### config.mk
export PLATFORM = sky130hd
export DESIGN_NAME = port_ctrl_status
export DESIGN_NICKNAME = d
export VERILOG_FILES = /design/src/rtl/pcs_pkg.sv /design/src/rtl/pcs_seq.sv /design/src/rtl/pcs_regs.sv /design/src/rtl/port_ctrl_status.sv
export SDC_FILE = /design/constraint.sdc
export NUM_CORES = 1
export LEC_CHECK = 0
export CAP_MARGIN = 10
export CORE_ASPECT_RATIO = 1.4
export CORE_MARGIN = 3
export CORE_UTILIZATION = 35
export DETAILED_ROUTE_END_ITERATION = 6
export PLACE_DENSITY = 0.71
export SLEW_MARGIN = 20
export SYNTH_ARGS = -nofsm -noshare
export SYNTH_HDL_FRONTEND = slang
export SYNTH_SLANG_ARGS = --single-unit
export TNS_END_PERCENT = 100
### constraint.sdc
create_clock -name clk -period 1.9 [get_ports clk]
set_input_delay 0.285 -clock clk [delete_from_list [all_inputs] [get_ports clk]]
set_output_delay 0.285 -clock clk [all_outputs]
set_load 0.01 [all_outputs]
### src/rtl/pcs_pkg.sv
package pcs_pkg;
  localparam int DATA_W = 32;

  // Status and control bit positions (software decodes these)
  localparam int BIT_PRST   = 0;
  localparam int BIT_DRST   = 1;
  localparam int BIT_INIT   = 2;
  localparam int BIT_WOC    = 3;
  localparam int BIT_PKT16  = 5;
  localparam int BIT_RESUME = 6;
  localparam int BIT_ACT32  = 10;
  localparam int BIT_PMEN   = 13;
  localparam int BIT_RDY    = 31;

  localparam logic [DATA_W-1:0] CFG_MASK =
      (32'h1 << BIT_WOC) | (32'h1 << BIT_PKT16) | (32'h1 << BIT_RESUME) |
      (32'h1 << BIT_ACT32) | (32'h1 << BIT_PMEN);

  localparam logic [DATA_W-1:0] DEFINED_MASK =
      CFG_MASK | (32'h1 << BIT_PRST) | (32'h1 << BIT_DRST) |
      (32'h1 << BIT_INIT) | (32'h1 << BIT_RDY);

  typedef enum logic [1:0] {
    PH_IDLE    = 2'd0,
    PH_RELEASE = 2'd1,
    PH_DEVRST  = 2'd2,
    PH_INIT    = 2'd3
  } phase_e;

  // Strobes from the sequencer to the register datapath
  typedef struct packed {
    logic prstOn;
    logic devOn;
    logic initOn;
    logic readyClr;
    logic readySet;
  } hs_strobe_t;
endpackage

### src/rtl/pcs_seq.sv
module pcs_seq
  import pcs_pkg::*;
#(
  parameter int RELEASE_CYCLES = 1250,
  parameter int DEVRST_CYCLES  = 12500,
  parameter int INIT_CYCLES    = 1250000
) (
  input  logic       clk,
  input  logic       rstN,
  input  logic       setHit,
  input  logic       clrHit,
  input  logic [2:0] cmdBits,
  input  logic       linkDone,
  output hs_strobe_t hs,
  output logic       linkBusy
);
  localparam int MAX_A   = (RELEASE_CYCLES > DEVRST_CYCLES) ? RELEASE_CYCLES : DEVRST_CYCLES;
  localparam int MAX_LIM = (MAX_A > INIT_CYCLES) ? MAX_A : INIT_CYCLES;
  localparam int CNT_W   = $clog2(MAX_LIM + 1);

  phase_e            phase;
  logic              prstHeld;
  logic [CNT_W-1:0]  cnt;
  logic [CNT_W-1:0]  limM1;
  logic              finish;
  logic              assertRst;
  logic              releaseReq;
  logic              canStart;
  logic              startDev;
  logic              startInit;

  always_comb begin
    case (phase)
      PH_RELEASE: limM1 = CNT_W'(RELEASE_CYCLES - 1);
      PH_DEVRST:  limM1 = CNT_W'(DEVRST_CYCLES - 1);
      PH_INIT:    limM1 = CNT_W'(INIT_CYCLES - 1);
      default:    limM1 = '0;
    endcase
  end

  assign finish     = (phase != PH_IDLE) && (linkDone || (cnt == limM1));
  assign assertRst  = setHit && cmdBits[BIT_PRST];
  assign releaseReq = clrHit && cmdBits[BIT_PRST] && prstHeld;
  assign canStart   = setHit && !cmdBits[BIT_PRST] && !prstHeld && (phase == PH_IDLE);
  assign startDev   = canStart && cmdBits[BIT_DRST];
  assign startInit  = canStart && !cmdBits[BIT_DRST] && cmdBits[BIT_INIT];

  always_ff @(posedge clk) begin
    if (!rstN) begin
      prstHeld <= 1'b1;
      phase    <= PH_IDLE;
      cnt      <= '0;
    end else if (assertRst) begin
      prstHeld <= 1'b1;
      phase    <= PH_IDLE;
      cnt      <= '0;
    end else if (releaseReq) begin
      prstHeld <= 1'b0;
      phase    <= PH_RELEASE;
      cnt      <= '0;
    end else if (finish) begin
      phase    <= PH_IDLE;
      cnt      <= '0;
    end else if (phase != PH_IDLE) begin
      cnt      <= cnt + 1'b1;
    end else if (startDev) begin
      phase    <= PH_DEVRST;
    end else if (startInit) begin
      phase    <= PH_INIT;
    end
  end

  always_comb begin
    hs.prstOn   = prstHeld || (phase == PH_RELEASE);
    hs.devOn    = (phase == PH_DEVRST);
    hs.initOn   = (phase == PH_INIT);
    hs.readyClr = assertRst || startDev || startInit;
    hs.readySet = finish && ((phase == PH_INIT) || ((phase == PH_DEVRST) && linkDone));
  end

  assign linkBusy = (phase != PH_IDLE);
endmodule

### src/rtl/pcs_regs.sv
module pcs_regs
  import pcs_pkg::*;
(
  input  logic              clk,
  input  logic              rstN,
  input  logic              setHit,
  input  logic              clrHit,
  input  logic [DATA_W-1:0] wrData,
  input  hs_strobe_t        hs,
  output logic [DATA_W-1:0] rdData,
  output logic              portReady,
  output logic              longPacketSel
);
  logic [DATA_W-1:0] cfgBits;
  logic              readyQ;
  logic [DATA_W-1:0] wrMasked;

  assign wrMasked = wrData & CFG_MASK;

  always_ff @(posedge clk) begin
    if (!rstN) begin
      cfgBits <= '0;
    end else if (setHit) begin
      cfgBits <= cfgBits | wrMasked;
    end else if (clrHit) begin
      cfgBits <= cfgBits & ~wrMasked;
    end
  end

  always_ff @(posedge clk) begin
    if (!rstN) begin
      readyQ <= 1'b0;
    end else if (hs.readyClr) begin
      readyQ <= 1'b0;
    end else if (hs.readySet) begin
      readyQ <= 1'b1;
    end
  end

  always_comb begin
    rdData           = cfgBits;
    rdData[BIT_PRST] = hs.prstOn;
    rdData[BIT_DRST] = hs.devOn;
    rdData[BIT_INIT] = hs.initOn;
    rdData[BIT_RDY]  = readyQ;
  end

  assign portReady     = readyQ;
  assign longPacketSel = cfgBits[BIT_PKT16];
endmodule

### src/rtl/port_ctrl_status.sv
module port_ctrl_status
  import pcs_pkg::*;
#(
  parameter int ADDR_W         = 8,
  parameter int SET_OFS        = 0,
  parameter int CLR_OFS        = 4,
  parameter int RELEASE_CYCLES = 1250,
  parameter int DEVRST_CYCLES  = 12500,
  parameter int INIT_CYCLES    = 1250000
) (
  input  logic              clk,
  input  logic              rstN,
  input  logic              wrEn,
  input  logic [ADDR_W-1:0] wrAddr,
  input  logic [31:0]       wrData,
  input  logic              linkDone,
  output logic [31:0]       rdData,
  output logic              portReady,
  output logic              linkBusy,
  output logic              longPacketSel
);
  logic       setHit;
  logic       clrHit;
  hs_strobe_t hs;

  assign setHit = wrEn && (wrAddr == ADDR_W'(SET_OFS));
  assign clrHit = wrEn && (wrAddr == ADDR_W'(CLR_OFS));

  pcs_seq #(
    .RELEASE_CYCLES(RELEASE_CYCLES),
    .DEVRST_CYCLES (DEVRST_CYCLES),
    .INIT_CYCLES   (INIT_CYCLES)
  ) u_seq (
    .clk     (clk),
    .rstN    (rstN),
    .setHit  (setHit),
    .clrHit  (clrHit),
    .cmdBits (wrData[2:0]),
    .linkDone(linkDone),
    .hs      (hs),
    .linkBusy(linkBusy)
  );

  pcs_regs u_regs (
    .clk          (clk),
    .rstN         (rstN),
    .setHit       (setHit),
    .clrHit       (clrHit),
    .wrData       (wrData),
    .hs           (hs),
    .rdData       (rdData),
    .portReady    (portReady),
    .longPacketSel(longPacketSel)
  );
endmodule

==> metrics.csv, run 1 <==
stage;metric;value;unit
flow_run;drv_cap;0;
logic_synthesis;synth_area;0.001946;mm²
floorplan;core_region_area;0.005275;mm²
clocking;clockBufferDepth;2;
logic_synthesis;ys_seq_elements;30;
sta;hold_viol;0;
logic_synthesis;ys_async_sr_fraction;0;
logic_synthesis;synth_edf_count;0;
place;dp_hpwl;3364;µm
logic_synthesis;synthCells;215;
pwr;power_density;516.5;mW/mm²
logic_synthesis;synth_warnings;0;
sta;slew_headroom;0.6554;
final_layout;diodes;0;
routing;vias;1702;
pwr;leakage;0.001122;µW
sta;rsz0062_at_grt;true;
routing;drt-initial-drc-count;67;
final_layout;syn_to_final_growth;37.62;%
worst_setup_path;endpoint_kind;flip-flop;
pwr;p_int;1072;µW
worst_setup_path;start_kind;flip-flop;
sta;layout_setup_ws;-0.03475;ns
clocking;insertion_delay;0.28;ns
run_status;status;finished, violations left;
global_route;grt_pass1_wl;7845;µm
routing;antenna_left;0;
clocking;cts_tree;built;
floorplan;initial_core_util;0.3688;
logic_synthesis;synth.distinct_cells;50;
pwr;clockPowerShare;0.459;
clocking;clkSinkCount;30;
floorplan;die_h;94.22;µm
sta;final.setup_skew;0.009067;ns
clocking;cts_inserted_buffers;5;
place;pre_cts_ws;-0.4065;ns
routing;drc_errors;0;
pwr;vdd_drop_max;0.2581;mV
sta;slew_violations;0;
pwr;power;1383;µW
logic_synthesis;ys.flop_type;dfxtp_1;
pwr;p_switching;310.7;µW
global_route;grtUsageTotal;0.1476;
global_route;use_met2;0.2691;
floorplan;io_pins;79;
worst_setup_path;cp.arrival;2.11;ns
global_route;antenna_found_initial;0;
pwr;power_frac_comb;0.087;
worst_setup_path;required;2.08;ns
sta;layout_min_cycle_time;1.935;ns
final_layout;fin_area;0.002678;mm²
global_route;grt_start_max_net_pins;18;
place;io_buffers;31;
final_layout;nFillCells;478;
worst_setup_path;cp_max_fo;4;
pwr;pwr-share-seq;0.454;
global_route;grt_pass1_vias;1724;
final_layout;drive_above_1_share;0.3249;
routing;routed_wirelength;4614;µm
routing;firstDrtPassIters;4;
logic_synthesis;syn_avg_cell_area;9.049;µm²
routing;routed_via_density;4.962;
global_route;grt_use_met3;0.04604;
floorplan;die_x;69.02;µm
global_route;grt.busiest_layer;met2;
clocking;root_buffer;clkbuf_8;
sta;fin_crit_sh;1.018;
run_status;violations;negative setup slack;
sta;worst_pin_slew;0.5154;ns
final_layout;ff_latch_area;606.8;µm²
final_layout;multi_input_area;0.001184;mm²
pwr;swShare;0.2247;
final_layout;nets;321;
global_route;overflow;0;
place;dpl_cell_area;0.002414;mm²
logic_synthesis;seq_area_frac_synth;0.3087;
floorplan;rows;31;
routing;wl_per_cell;13.45;µm
worst_setup_path;crit_type;flip-flop to flip-flop;
floorplan;design.die.area;0.006503;mm²
sta;fmax;516.9;MHz
sta;holdWs;0.5090;ns
min_path;hp-class;flip-flop to flip-flop;
clocking;clkTransAtPathRegs;0.07;ns
place;place_congestion;0.8874;
sta;setup_viol;21;
global_route;grt_use_met1;0.1587;
clocking;htreeDepth;2;
power groups by stage:
stage                     sequential, µW  combinational, µW  clock (µW)
after floorplan                      644               81.8           0
after global placement               644                104           0
after detailed placement             644                105           0
after CTS                            628                119         651
after global routing                 627                130         680
final                                628                120         635
cell families (layout without fill, tap and decap cells):
logic type | after synthesis | count (layout) | share of synthesized area
flip-flops | 30 | 30 | 0.3087
buffers and inverters | 44 | 84 | 0.1498
XOR/XNOR | 20 | 20 | 0.09003
AND/OR/NAND/NOR | 88 | 88 | 0.3113
multiplexers | 2 | 2 | 0.01029
adder cells (fa/ha/maj) | 1 | 1 | 0.006430
AO/OA/AOI/OAI | 29 | 29 | 0.1216
other | 1 | 23 | 0.001927
metrics by stage:
stage                       util  std cells  TNS [ns]
after detailed placement  0.4575        328    -10.38
after floorplan                -        237         0
after CTS                 0.4967        340   -0.3579
after global routing      0.5076        343    -2.491
final                     0.5076        343   -0.4476
after global placement    0.4575        328    -9.914
synthesized netlist by cell type (all sizes together), types with 2 or more instances:
master / instances / area [µm²]
a31oi: 3 / 18.77
or2: 2 / 12.51
and4: 2 / 17.52
nand2: 15 / 56.30
nor4: 6 / 58.80
a2111oi: 2 / 36.29
or4: 2 / 18.77
xnor2: 5 / 43.79
dfxtp: 30 / 600.6
nand4: 5 / 31.28
a311oi: 5 / 43.79
xor2: 15 / 131.4
nor3: 26 / 230.2
or3: 2 / 22.52
nand3: 8 / 40.04
and3: 2 / 12.51
mux2i: 2 / 20.02
o21a: 2 / 15.01
inv: 7 / 26.27
nand2b: 3 / 18.77
o211ai: 2 / 20.02
a21oi: 8 / 40.04
buf: 36 / 261.5
nor2: 10 / 45.04
area by class of cell:
| cell class | count | area share |
|---|---|---|
| sequential | 30 | 0.2266 |
| multi-input combinational | 163 | 0.4421 |
| clock inverter | 3 | 0.01495 |
| timing repair buffer | 69 | 0.2500 |
| clock buffer | 5 | 0.02570 |
| tap | 66 | 0.03084 |
| inverter | 7 | 0.009813 |
critical path: stages (launching register included):
cell       delay (ns)
dfxtp_2          0.33
or4_4            0.55
a2111oi_4        0.21
o211ai_2         0.17
nor4_4           0.18
buf_4            0.18
buf_4            0.15
nor3_4           0.05
repair_timing:
| action | in CTS | in global routing |
|---|---|---|
| setup endpoints to repair | 27 | 30 |
| gates cloned | 1 | 1 |
| pin swaps | 9 | 4 |
| hold buffers | 0 | 0 |
| setup buffers | 3 | 2 |
| resized for setup | 21 | 6 |
cell usage in the layout, fill, tap and decap left out, types with 2 or more instances in the layout:
cell / count
inv_1: 6
clkinv_2: 2
dfxtp_1: 27
mux2i_1: 2
nand3_1: 8
nor2_1: 8
nor3_1: 5
or4_4: 2
conb_1: 23
nand2_1: 14
nor4_1: 3
and3_1: 2
xor2_1: 15
nand2b_1: 3
or2_2: 2
clkdlybuf4s50_1: 22
clkbuf_8: 5
a31oi_1: 3
nand4_1: 5
dlygate4sd2_1: 6
xnor2_1: 5
dlymetal6s2s_1: 3
nor3_2: 19
nor4_2: 2
dfxtp_2: 2
buf_12: 2
and4_1: 2
a21oi_1: 7
buf_4: 31
or3_4: 2
nor3_4: 2
o21a_1: 2
buf_6: 3
a311oi_1: 5
worst paths after layout:
kind,startpoint,to,slack (ns),cells after the start
max,u_seq.cnt[18]$_SDFFE_PP0N_,u_seq.cnt[1]$_SDFFE_PP0N_,-0.03,7
max reg2reg,u_seq.cnt[18]$_SDFFE_PP0N_,u_seq.cnt[1]$_SDFFE_PP0N_,-0.03,7
min,u_seq.prstHeld$_SDFFE_PP1P_,u_seq.prstHeld$_SDFFE_PP1P_,0.51,2
min reg2reg,u_seq.prstHeld$_SDFFE_PP1P_,u_seq.prstHeld$_SDFFE_PP1P_,0.51,2
per-layer routing:
metal | part of all wire | vias up | wire length, µm
li1 | - | 838 | -
met1 | 0.41 | 793 | 1879
met2 | 0.51 | 63 | 2335
met3 | 0.068 | 8 | 315
met4 | 0.018 | 0 | 82
met5 | 0 | - | 0
Note: power is estimated with default switching activity, not from simulation.
==> run 2: changes to the inputs <==
--- a/config.mk
+++ b/config.mk
@@ -9,6 +9,7 @@
 export CORE_ASPECT_RATIO = 1.4
 export CORE_MARGIN = 3
 export CORE_UTILIZATION = 35
+export CTS_CLUSTER_SIZE = 20
 export DETAILED_ROUTE_END_ITERATION = 6
 export PLACE_DENSITY = 0.71
 export SLEW_MARGIN = 20
==> results of run 2 <==
Same layout as run 1: the final DEF is identical, and so are final timing and power.
==> run 3: changes to the inputs <==
==> constraint.sdc (replaced) <==
create_clock -name clk -period 1.58 [get_ports clk]
set_input_delay 0.237 -clock clk [delete_from_list [all_inputs] [get_ports clk]]
set_output_delay 0.237 -clock clk [all_outputs]
set_load 0.01 [all_outputs]
==> metrics.csv, run 3 (same netlist as run 1, synthesis figures left out) <==
stage;metric;value;unit
run_status;status;finished, violations left;
run_status;violations;negative setup slack;
clocking;htreeDepth;2;
routing;drt-initial-drc-count;108;
floorplan;rows;31;
floorplan;core_region_area;0.005275;mm²
flow_run;drv_cap;0;
global_route;grt_pass1_vias;1847;
sta;setup_viol;24;
worst_setup_path;worstRegToRegCells;7;
sta;fmax;528.2;MHz
place;placed_cells_incl_taps;348;
sta;final.setup_skew;0.008239;ns
final_layout;final_common_cell;buf_4;
clocking;root_buffer;clkbuf_8;
clocking;clkTransAtPathRegs;0.07;ns
worst_setup_path;critPathTopFamily;simple AND/OR/NAND/NOR gates;
sta;rsz0062_at_grt;true;
global_route;grtUsageTotal;0.1685;
final_layout;nFillCells;463;
routing;wl_per_cell;13.98;µm
final_layout;nets;347;
floorplan;io_pins;79;
floorplan;die_x;69.02;µm
routing;antenna_left;0;
worst_setup_path;cp_slowest_cell;or4_4;
routing;vias;1816;
clocking;cts_inserted_buffers;5;
min_path;hold_depth;2;
global_route;grt_pass1_wl;8659;µm
pwr;leakage;0.001224;µW
worst_setup_path;max_stage_delay;0.54;ns
worst_setup_path;crit_type;flip-flop to flip-flop;
sta;hold_viol;0;
clocking;insertion_delay;0.29;ns
sta;layout_min_cycle_time;1.893;ns
floorplan;design.die.area;0.006503;mm²
final_layout;instances_no_fill;368;
sta;slew_violations;0;
worst_setup_path;cp.arrival;2.07;ns
pwr;power_density;512.5;mW/mm²
worst_setup_path;endpoint_kind;flip-flop;
final_layout;syn_to_final_growth;51.19;%
final_layout;diodes;0;
clocking;clkSinkCount;30;
worst_setup_path;required;1.75;ns
min_path;hp-class;flip-flop to flip-flop;
worst_setup_path;crit_chain;or4_4 -> a2111oi_4 -> o211ai_2 -> nor4_4 -> buf_6 -> buf_8 -> nor3_2;
worst_setup_path;cp_num_buf_inv;2;
routing;routed_wirelength;5145;µm
worst_setup_path;start_kind;flip-flop;
clocking;clockBufferDepth;2;
sta;fin_crit_sh;1.198;
final_layout;final_util;0.5576;
global_route;grt_start_max_net_pins;11;
final_layout;layout_common_cells;buf_4 (49), dfxtp_1 (27), conb_1 (23);
floorplan;initial_core_util;0.3688;
worst_setup_path;worstSetupPathDepth;7;
clocking;cts_tree;built;
place;dp_hpwl;3738;µm
place;place_congestion;0.8401;
place;io_buffers;31;
global_route;overflow;0;
worst_setup_path;cp_max_fo;7;
floorplan;die_h;94.22;µm
global_route;antenna_found_initial;0;
final_layout;drive_above_1_share;0.4272;
routing;drc_errors;0;
pwr;vdd_drop_max;0.2390;mV
sta;layout_setup_ws;-0.3133;ns
routing;routed_via_density;4.935;
clocking;cts_hold_buf;0;
routing;firstDrtPassIters;4;
[run 3: cell count changes in the layout (fill, tap and decap cells not counted), moves of 3 or more]
cell,previous run,this run
clkdlybuf4s15_1,0,4
nor3_2,19,22
buf_8,0,3
buf_4,31,49
dlygate4sd2_1,6,3
buf_6,3,9
clkdlybuf4s50_1,22,19
[run 3: path summary, 6_finish.rpt]
check                              from                         end  slack [ns]
max          u_seq.cnt[19]$_SDFFE_PP0N_  u_seq.cnt[11]$_SDFFE_PP0N_       -0.31
min                           flip-flop                   flip-flop        0.51
max reg2reg  u_seq.cnt[19]$_SDFFE_PP0N_  u_seq.cnt[11]$_SDFFE_PP0N_       -0.31
min reg2reg                   flip-flop                   flip-flop        0.51
[run 3: tightest hold or removal path: stages, from the launching register on]
cell and delay (ns):
dfxtp_1 0.31, a21oi_1 0.11, a311oi_1 0.05
[run 3: area by class of cell]
| class | count | area, µm² | area share |
|---|---|---|---|
| multi-input cells | 163 | 1256 | 0.4271 |
| repair buffers | 95 | 888.4 | 0.3020 |
| flip-flops and latches | 30 | 609.3 | 0.2071 |
| well taps | 66 | 82.58 | 0.02807 |
| clock buffers | 5 | 68.82 | 0.02339 |
| inverters | 7 | 26.28 | 0.008932 |
| clock inverters | 2 | 10.01 | 0.003403 |
[run 3: what timing repair did]
action / CTS / global route
setup buffers: 5 / 5
pin swaps: 8 / 10
endpoints found under the hold margin: 0 / 0
resized for setup: 41 / 22
cloned: 3 / 0
endpoints found under the setup margin: 34 / 33
[run 3: metal layers]
metal	up-vias	wire length [µm]	track usage
li1	892	-	-
met1	854	1999	0.1744
met2	62	2776	0.3193
met3	8	286	0.04497
met4	0	82	0.06515
met5	-	0	0
[run 3: report_power, final]
part	switching [µW]	leakage [µW]	total [µW]	internal, µW
Clock	292	0.0000438	587	295
Sequential	0.461	0.000244	754	753
Combinational	78.2	0.000936	167	88.4
Total	371	0.00122	1510	1140
[run 3: per-stage QoR]
step                hold slack [ns]  worst slack (ns)  cell area, µm²  TNS [ns]  power, µW
detailed placement           0.4930           -0.6534            2604    -18.63      907.2
finish                       0.5064           -0.3133            2942    -6.967       1508
CTS                          0.5081           -0.3274            2863    -7.481       1524
floorplan                    0.3259           -0.2291            2092    -4.875      873.4
global route                 0.5327           -0.3856            2942    -8.550       1575
global placement             0.4855           -0.6430            2604    -17.88      904.5
